## src/rtl/wg_gate_pkg.sv

```systemverilog
package wg_gate_pkg;

  localparam int RSN_W   = 3;
  localparam int TILE_W  = 2;
  localparam int N_TESTS = 7;

  typedef enum logic [RSN_W-1:0] {
    RSN_OK       = 3'd0,
    RSN_DISABLED = 3'd1,
    RSN_KTYPE    = 3'd2,
    RSN_FORMAT   = 3'd3,
    RSN_SHAPE    = 3'd4,
    RSN_DEPTH    = 3'd5,
    RSN_STRIDE   = 3'd6,
    RSN_WORK     = 3'd7
  } reason_e;

  typedef enum logic [TILE_W-1:0] {
    TILE_NONE  = 2'd0,
    TILE_O2_I4 = 2'd1,
    TILE_O4_I6 = 2'd2
  } tile_e;

  // fail vector bit index == reason code - 1 (bit 0 highest priority)
  localparam int FB_DISABLED = 0;
  localparam int FB_KTYPE    = 1;
  localparam int FB_FORMAT   = 2;
  localparam int FB_SHAPE    = 3;
  localparam int FB_DEPTH    = 4;
  localparam int FB_STRIDE   = 5;
  localparam int FB_WORK     = 6;

  localparam int KTYPE_BAN_A = 5;
  localparam int KTYPE_BAN_B = 2;
  localparam int FMT_BAN     = 12;
  localparam int FIXED_AXIS  = 3;
  localparam int ORTH_MIN    = 3;
  localparam int ORTH_MAX    = 5;
  localparam int THR_WU      = 32;
  localparam int THR_FLOAT   = 16;
  localparam int THR_INT     = 8;

endpackage

```

## src/rtl/wg_shape_classify.sv

```systemverilog
module wg_shape_classify
  import wg_gate_pkg::*;
#(
  parameter int DIM_W = 4
) (
  input  logic [DIM_W-1:0]  k_h_i,
  input  logic [DIM_W-1:0]  k_w_i,
  output logic              shape_ok_o,
  output logic [TILE_W-1:0] tile_o
);

  localparam int N_ORIENT = 2;

  logic [N_ORIENT-1:0] orient_ok;
  logic [DIM_W-1:0]    orth [N_ORIENT];

  // orientation 0: height is the fixed axis, 1: width is the fixed axis
  for (genvar g = 0; g < N_ORIENT; g++) begin : g_orient
    logic [DIM_W-1:0] fixed_ax;
    assign fixed_ax     = (g == 0) ? k_h_i : k_w_i;
    assign orth[g]      = (g == 0) ? k_w_i : k_h_i;
    assign orient_ok[g] = (fixed_ax == DIM_W'(FIXED_AXIS)) &&
                          (orth[g] >= DIM_W'(ORTH_MIN)) &&
                          (orth[g] <= DIM_W'(ORTH_MAX));
  end

  logic [DIM_W-1:0] sel_orth;

  always_comb begin
    sel_orth = '0;
    for (int i = N_ORIENT - 1; i >= 0; i--) begin
      if (orient_ok[i]) sel_orth = orth[i];
    end
  end

  assign shape_ok_o = |orient_ok;

  always_comb begin
    tile_o = TILE_NONE;
    if (shape_ok_o) begin
      tile_o = (sel_orth == DIM_W'(FIXED_AXIS)) ? TILE_O2_I4 : TILE_O4_I6;
    end
  end

endmodule

```

## src/rtl/wg_work_check.sv

```systemverilog
module wg_work_check
  import wg_gate_pkg::*;
#(
  parameter int GRP_W = 8,
  parameter int DIM_W = 4,
  parameter int WU_W  = 2
) (
  input  logic [GRP_W-1:0] grp_i,
  input  logic [DIM_W-1:0] k_h_i,
  input  logic [DIM_W-1:0] k_w_i,
  input  logic [DIM_W-1:0] k_d_i,
  input  logic [WU_W-1:0]  wu_mode_i,
  input  logic             float_kernel_i,
  output logic             work_ok_o
);

  localparam int WORK_W = GRP_W + 3 * DIM_W + 1;

  logic [WORK_W-1:0] work;
  logic [WORK_W-1:0] thr;
  logic              wu_heavy;

  assign work = (WORK_W'(grp_i) * WORK_W'(k_h_i) * WORK_W'(k_w_i) *
                 WORK_W'(k_d_i)) << 1;

  assign wu_heavy = (wu_mode_i == WU_W'(1)) || (wu_mode_i == WU_W'(2));

  always_comb begin
    if (wu_heavy)            thr = WORK_W'(THR_WU);
    else if (float_kernel_i) thr = WORK_W'(THR_FLOAT);
    else                     thr = WORK_W'(THR_INT);
  end

  assign work_ok_o = (work >= thr);

endmodule

```

## src/rtl/wg_reason_pick.sv

```systemverilog
module wg_reason_pick
  import wg_gate_pkg::*;
#(
  parameter int N = N_TESTS
) (
  input  logic [N-1:0]     fail_i,
  output logic [RSN_W-1:0] reason_o
);

  always_comb begin
    reason_o = RSN_OK;
    for (int i = N - 1; i >= 0; i--) begin
      if (fail_i[i]) reason_o = RSN_W'(i + 1);
    end
  end

endmodule

```

## src/rtl/wg_gate.sv

```systemverilog
module wg_gate
  import wg_gate_pkg::*;
#(
  parameter int CFG_W  = 8,
  parameter int TYPE_W = 4,
  parameter int FMT_W  = 4,
  parameter int DIM_W  = 4,
  parameter int GRP_W  = 8,
  parameter int WU_W   = 2
) (
  input  logic              clk_i,
  input  logic              rst_ni,
  input  logic              req_i,
  input  logic [CFG_W-1:0]  chip_cfg_i,
  input  logic [TYPE_W-1:0] ktype_i,
  input  logic              unity_kernel_i,
  input  logic [FMT_W-1:0]  tfmt_i,
  input  logic [DIM_W-1:0]  k_h_i,
  input  logic [DIM_W-1:0]  k_w_i,
  input  logic [DIM_W-1:0]  k_d_i,
  input  logic [DIM_W-1:0]  stride_i,
  input  logic [GRP_W-1:0]  grp_i,
  input  logic [WU_W-1:0]   wu_mode_i,
  input  logic              float_kernel_i,
  output logic              valid_o,
  output logic              eligible_o,
  output logic [TILE_W-1:0] tile_form_o,
  output logic [RSN_W-1:0]  reason_o
);

  logic              shape_ok;
  logic [TILE_W-1:0] shape_tile;
  logic              work_ok;
  logic [N_TESTS-1:0] fail;
  logic [RSN_W-1:0]  reason_d;

  wg_shape_classify #(.DIM_W(DIM_W)) u_shape (
    .k_h_i      (k_h_i),
    .k_w_i      (k_w_i),
    .shape_ok_o (shape_ok),
    .tile_o     (shape_tile)
  );

  wg_work_check #(.GRP_W(GRP_W), .DIM_W(DIM_W), .WU_W(WU_W)) u_work (
    .grp_i          (grp_i),
    .k_h_i          (k_h_i),
    .k_w_i          (k_w_i),
    .k_d_i          (k_d_i),
    .wu_mode_i      (wu_mode_i),
    .float_kernel_i (float_kernel_i),
    .work_ok_o      (work_ok)
  );

  always_comb begin
    fail              = '0;
    fail[FB_DISABLED] = !chip_cfg_i[0];
    fail[FB_KTYPE]    = (ktype_i == TYPE_W'(KTYPE_BAN_A)) ||
                        (ktype_i == TYPE_W'(KTYPE_BAN_B)) || unity_kernel_i;
    fail[FB_FORMAT]   = (tfmt_i == FMT_W'(FMT_BAN));
    fail[FB_SHAPE]    = !shape_ok;
    fail[FB_DEPTH]    = (k_d_i != DIM_W'(1));
    fail[FB_STRIDE]   = (stride_i != DIM_W'(1));
    fail[FB_WORK]     = !work_ok;
  end

  wg_reason_pick #(.N(N_TESTS)) u_pick (
    .fail_i   (fail),
    .reason_o (reason_d)
  );

  always_ff @(posedge clk_i or negedge rst_ni) begin
    if (!rst_ni) begin
      valid_o     <= 1'b0;
      eligible_o  <= 1'b0;
      tile_form_o <= TILE_NONE;
      reason_o    <= RSN_OK;
    end else begin
      valid_o <= req_i;
      if (req_i) begin
        eligible_o  <= ~|fail;
        tile_form_o <= (~|fail) ? shape_tile : TILE_NONE;
        reason_o    <= reason_d;
      end
    end
  end

  AST_VALID_LATENCY: assert property (@(posedge clk_i) disable iff (!rst_ni)
    req_i |=> valid_o) else $error("valid latency");
  AST_VALID_CAUSE: assert property (@(posedge clk_i) disable iff (!rst_ni)
    valid_o |-> $past(req_i)) else $error("spurious valid");
  AST_RESULT_HELD: assert property (@(posedge clk_i) disable iff (!rst_ni)
    !$past(req_i) |-> ($stable(eligible_o) && $stable(tile_form_o) && $stable(reason_o)))
    else $error("result changed without request");
  AST_DISABLED_REJECT: assert property (@(posedge clk_i) disable iff (!rst_ni)
    (req_i && !chip_cfg_i[0]) |=> (!eligible_o && reason_o == RSN_DISABLED))
    else $error("disabled chip accepted");
  AST_FORMAT_REJECT: assert property (@(posedge clk_i) disable iff (!rst_ni)
    (req_i && chip_cfg_i[0] && !unity_kernel_i &&
     ktype_i != TYPE_W'(KTYPE_BAN_A) && ktype_i != TYPE_W'(KTYPE_BAN_B) &&
     tfmt_i == FMT_W'(FMT_BAN)) |=> (reason_o == RSN_FORMAT))
    else $error("banned format not reported");
  AST_ELIG_TILE: assert property (@(posedge clk_i) disable iff (!rst_ni)
    eligible_o |-> (reason_o == RSN_OK && tile_form_o != TILE_NONE))
    else $error("eligible without tile form");
  AST_REJECT_NO_TILE: assert property (@(posedge clk_i) disable iff (!rst_ni)
    (valid_o && !eligible_o) |-> (reason_o != RSN_OK && tile_form_o == TILE_NONE))
    else $error("reject without reason");

endmodule

```

## config.mk

```make
export PLATFORM = sky130hd
export DESIGN_NAME = wg_gate
export DESIGN_NICKNAME = d
export VERILOG_FILES = /design/src/rtl/wg_gate_pkg.sv /design/src/rtl/wg_shape_classify.sv /design/src/rtl/wg_work_check.sv /design/src/rtl/wg_reason_pick.sv /design/src/rtl/wg_gate.sv
export SDC_FILE = /design/constraint.sdc
export NUM_CORES = 1
export LEC_CHECK = 0
export ABC_AREA = 0
export ABC_CLOCK_PERIOD_IN_PS = 800
export BUFFER_PORTS_ARGS = -buffer_cell sky130_fd_sc_hd__buf_2
export CAP_MARGIN = 20
export CORE_MARGIN = 8
export CORE_UTILIZATION = 40
export DETAILED_ROUTE_END_ITERATION = 10
export PLACE_DENSITY_LB_ADDON = 0.12
export SLEW_MARGIN = 40
export SYNTH_ARGS = -nofsm -noshare
export SYNTH_HDL_FRONTEND = slang
export SYNTH_SLANG_ARGS = --single-unit
```

## constraint.sdc

```tcl
create_clock -name clk_i -period 0.8 [get_ports clk_i]
set_clock_uncertainty 0.15 [all_clocks]
set_input_delay 0.12 -clock clk_i [delete_from_list [all_inputs] [get_ports clk_i]]
set_output_delay 0.12 -clock clk_i [all_outputs]
set_load 0.02 [all_outputs]
```

-- Word level (Yosys, flattened, before mapping)
Index checks and enable logic that the tools add are counted.
- mux-type cells: 14
- magnitude comparators: 5
- reduce and logical (&&, ||, !) cells: 13
- multiply operators: 3
- equal/unequal tests: 10
- operators by type and width (kind ; number):
    >= comparator 21 bit ; 1
    2-to-1 mux 3 bit ; 7
    multiplier 16 x 4 -> 20 bit ; 1
    equality test 4 x 2 -> 1 bit (second input constant) ; 4
    multiplier 12 x 4 -> 16 bit ; 1
    multiplier 8 x 4 -> 12 bit ; 1
    >= comparator 4 x 2 -> 1 bit (second input constant) ; 2
    <= comparator 4 x 3 -> 1 bit (second input constant) ; 2
    2-to-1 mux 4 bit ; 2
    != test 4 x 1 -> 1 bit (second input constant) ; 2
    OR reduction 7 bit ; 1
    2-to-1 mux 2 bit ; 3
    2-to-1 mux 6 bit ; 1
    2-to-1 mux 5 bit ; 1
    equality test 4 x 3 -> 1 bit (second input constant) ; 1
    equality test 4 bit (second input constant) ; 1
    logical AND 1 bit ; 4
    logical NOT 1 bit ; 4
    logical OR 1 bit ; 3
    equality test 2 x 1 -> 1 bit (second input constant) ; 1
    equality test 2 bit (second input constant) ; 1
    OR reduction 2 bit ; 1
- word-level logic and storage cells: 49
- register bits: 7
- input bits: 47

-- Logic depth before layout (Yosys ltp)
- depth in word-level cells: 11
- depth in mapped cells: 41

-- Cells and area by module
Synthesis repeated with hierarchy kept, for this count alone.
- cells, all modules: 644
- area, all modules: 5022.3 µm²
- by module, submodules not included (module ; instances ; cells each ; seq. area each (µm²) ; area each (µm²)):
    wg_work_check ; 1 ; 593 ; 0.0 ; 4536.9
    wg_gate ; 1 ; 30 ; 175.2 ; 361.6
    wg_shape_classify ; 1 ; 10 ; 0.0 ; 62.6
    wg_reason_pick ; 1 ; 11 ; 0.0 ; 61.3

-- Least setup slack after synthesis
OpenSTA, ideal clock, no wires.
- path type: input to register
- start point: in k_h_i[3]
- end point: reg tile_form_o[0]
- arrival time: 8.559 ns
- slack: -8.030 ns
- cell stages on the path: 38
- cell sequence: clkbuf_1 -> nand2_1 -> fa_1 -> inv_1 -> fa_1 -> ha_1 -> a21o_1 -> a21oi_1 -> o21bai_1 -> a21oi_1 -> o21bai_1 -> a21oi_1 -> xnor2_1 -> and2_1 -> fa_1 -> inv_1 -> fa_1 -> inv_1 -> [2 not listed] -> o311a_1 -> o31ai_1 -> xnor2_1 -> and2_1 -> fa_1 -> inv_1 -> fa_1 -> inv_1 -> ha_1 -> nor2b_1 -> a2111oi_0 -> nand4_1 -> nor4_1 -> o2111ai_1 -> nor4_1 -> nor4b_4 -> a211oi_1 -> a22o_1
- word-level cells in the longest chain between the ends: 9
- elaborated cells on any way between the ends: 21
- classes of those cells: mul (3); order compare (3); eq/ne (2); mux (5); reduce/logical (8)
- RTL lines (what ; RTL line ; source):
    start, declared ; wg_gate.sv:18 ; input logic [DIM_W-1:0] k_h_i,
    parallel branches: the longest is 8 deep, another holds >= comparator 21 bit ; -- ;
    2-to-1 mux 2 bit * ; wg_gate.sv:81 ; tile_form_o <= (~|fail) ? shape_tile : TILE_NONE;
    end signal, assigned ; wg_gate.sv:81 ;
    end, declared ; wg_gate.sv:27 ; output logic [TILE_W-1:0] tile_form_o,
Every way passes the cells marked *.
A chain may end at the register's enable or synchronous reset.

-- Final worst setup path
- start point: in grp_i[2]
- end point: reg reason_o[1]
- word-level cells in the longest chain between the ends: 11
- RTL lines (what ; RTL line ; source):
    start, declared ; wg_gate.sv:22 ; input logic [GRP_W-1:0] grp_i,
    multiplier 8 x 4 -> 12 bit ; wg_work_check.sv:23 ; assign work = (WORK_W'(grp_i) * WORK_W'(k_h_i) * WORK_W'(k_w_i) *
    multiplier 12 x 4 -> 16 bit ; wg_work_check.sv:23 ;
    multiplier 16 x 4 -> 20 bit ; wg_work_check.sv:23 ;
    >= comparator 21 bit ; wg_work_check.sv:34 ; assign work_ok_o = (work >= thr);
    2-to-1 mux 3 bit (7 in series) ; wg_reason_pick.sv:13 ; if (fail_i[i]) reason_o = RSN_W'(i + 1);
    end signal, assigned ; wg_gate.sv:82 ; reason_o <= reason_d;
    end, declared ; wg_gate.sv:28 ; output logic [RSN_W-1:0] reason_o
No other way between the ends.

==> metrics <==
Max H-tree Level 1; number of antenna violations at the first check in global routing 0; mapped cell area 5090 µm²; Layout Cells excl Fill 1023; clock-pin slew reported for the worst setup and hold paths after clock tree synthesis 0.03 ns; Sink Count 7; TritonCTS Buffers 3; unrepaired setup endpoints after global routing true; largest stage delay on the critical path 0.54 ns; Setup crit end kind register; Antenna Diode Count 0; most frequent cell on the critical path sky130_fd_sc_hd__fa_1; min Tclk post-route between 8 and 9 ns; Hold Violations, Final 0; placed cell count between 900 and 1000; Clock Latency Late Sink 0.22 ns; class of the most critical hold timing path in -> reg; ys async rst share 100%; wire length on met1 approximately 5.4 mm; Clock Tree Root sky130_fd_sc_hd__clkbuf_16; width of the die around 130 µm; yosys synthesis warning count 0; final worst setup slack -7.46 ns; Max FO, Critical Path 5; routed wl met2 6.89 mm; highest attainable clock frequency 0.121 GHz; first-pass GRT wire length 22.5 mm; Slowest cell on crit path sky130_fd_sc_hd__fa_1; length of routed met3 wiring 141 µm; max-capacitance violation count 0; Remaining Overflow, GRT 0; share of Yosys cell area claimed by the top area cell type 23.6%; mean instance size in the synthesized netlist 7.76 µm²; Die H 129 µm; maximum number of pins on one net before global-route repair 16; nature of the critical path startpoint input port; Hold Worst Slack around 0.00070 ns; final weighted congestion in routability-driven placement 0.844; status finished with violations; register area share after synthesis between 3 and 4%; relative area change from synthesis to final layout 46.8%; largest buffer count on any clock path 2; effective utilization at floorplan 40.7%; leading cell type in the layout, fill and taps excluded sky130_fd_sc_hd__buf_4; overall routing resource usage 15.7%; number of flops mapped to enable cells by yosys 0; fraction of final layout cells with drive strength greater than 1 between 30% and 40%; commonest cells after routing, fill and taps aside sky130_fd_sc_hd__buf_4, sky130_fd_sc_hd__inv_1, sky130_fd_sc_hd__nand2_1; final number of max-transition violations 0; Port Buf Inserts 46; Die Area around 17000 µm²; Least-Margin Pin Slew 0.623 ns; vias post-DR 4988; number of global-route vias before repair 5336; number of detailed-routing iterations run before antenna repair 4; Wirelength per Cell 12.3 µm; Arr. time, crit path about 8.2 ns; Antenna Violating Nets Remaining 0; Core Area 12500 µm²; Cell Rows 41; Max Used Layer met4; # nets final approximately 1000; violations in the final reports negative setup slack; top area cells in the synthesized netlist sky130_fd_sc_hd__fa_1, sky130_fd_sc_hd__ha_1, sky130_fd_sc_hd__and2_1, sky130_fd_sc_hd__inv_1, sky130_fd_sc_hd__nand2_1; starting DRC count in detailed routing 158; DRC violation count after routing 0; category of the most critical setup path in -> reg; cell type with the largest total area after synthesis sky130_fd_sc_hd__fa_1; syn_nets 826; cell depth of the worst hold path 2; layout filler cell count 1131; half-perimeter wire length of the detailed placement result 10.8 mm; worst slew margin relative to its limit 58.1%; post-detailed-route via-to-cell ratio ~5; number of storage elements in the synthesis netlist 7; number of setup violations in the final report 13; number of primary I/O pins 54; endpoint required time on the critical path 0.77 ns; flip-flop cell with the highest count after synthesis sky130_fd_sc_hd__dfrtp_1; Worst Reg-to-Reg Cells 2; clock tree from TritonCTS yes; distinct cell type count of the synthesized netlist 63; final cycle utilization of the critical path 1030%; Routed Wire Length 12.6 mm; synthesized instance count 656
-- per-stage QoR --
stage | setup slack, ns | util (%) | area [µm²] | setup TNS, ns
final | -7.46 | 59.7 | 7470 | -45.99
after global routing | -7.92 | 59.7 | 7470 | -48.80
after CTS | -7.50 | 58.1 | 7270 | -46.18
after detailed placement | -8.09 | 53.2 | 6660 | -48.23
after global placement | -7.91 | 53.2 | 6660 | -47.28
after floorplan | -7.44 | - | 5250 | -44.28
-- flip-flops by register name, indices dropped and copies added, names as in the netlist --
register and count:
reason_o 3, eligible_o 1, tile_form_o 2, valid_o 1
-- repair_timing --
item,4_1_cts,5_1_grt
setup endpoints to repair,13,13
hold buffers,1,0
hold endpoints to repair,8,0
buffers inserted,17,6
gates resized for setup,90,38
pin swaps,41,36
-- worst max-delay path, delay by kind of cell --
kind            cells  cell delay [ns]
simple gates       11             1.82
compound gates      7             1.23
xor+xnor            2             0.28
buf+inv            11             0.83
fa+ha+maj           9             3.93
-- area by class of cell --
cell class / instances / area, µm² / share of cell area [%]
Multi-Input combinational cell: 531 / 5060 / 67.8
Clock buffer: 4 / 78.8 / 1.06
Inverter: 104 / 393 / 5.26
Tap cell: 172 / 215 / 2.88
Timing Repair Buffer: 205 / 1550 / 20.7
Sequential cell: 7 / 175 / 2.35
-- worst paths after layout --
| path | startpoint | to | slack [ns] |
|---|---|---|---|
| hold / removal | req_i | valid_o | 0.0007 |
| max in group asynchronous | rst_ni | reason_o[0] | 0.24 |
| setup reg to reg | tile_form_o[1] | tile_form_o[1] | -0.12 |
| hold reg to reg | reason_o[2] | reason_o[2] | 0.36 |
| setup / recovery | grp_i[2] | reason_o[1] | -7.46 |
| min in group asynchronous | rst_ni | eligible_o | 0.11 |
-- kinds of logic (layout without fill, tap and decap cells) --
kind of cell	count (synthesis)	in the layout	share of synthesized area, %
buf+inv	118	313	8.70
simple gates	277	277	29.7
xor+xnor	19	19	3.27
mux	7	7	1.40
flops	7	7	3.44
compound gates	105	105	14.4
fa+ha+maj	123	123	39.1
-- per-layer routing --
metal / up-vias / global-route usage [%]
li1: 2546 / -
met1: 2393 / 18.0
met2: 37 / 31.7
met3: 12 / 0.703
met4: 0 / 2.21
met5: - / 0
-- cells in the mapped netlist, drive strengths merged, types with 6 or more instances --
| library cell | count |
|---|---|
| mux2i | 6 |
| and2 | 76 |
| nand2b | 14 |
| fa | 60 |
| ha | 63 |
| nand2 | 81 |
| a31oi | 6 |
| inv | 104 |
| o21bai | 6 |
| xnor2 | 17 |
| nor2 | 30 |
| o21ai | 22 |
| a21oi | 25 |
| nand3 | 9 |
| clkbuf | 14 |
| dfrtp | 7 |
| nor3 | 9 |
| nor2b | 19 |
Power is left out: the tool's default activity adds up to more than one toggle a clock period on the data nets, which glitch-free logic cannot reach.
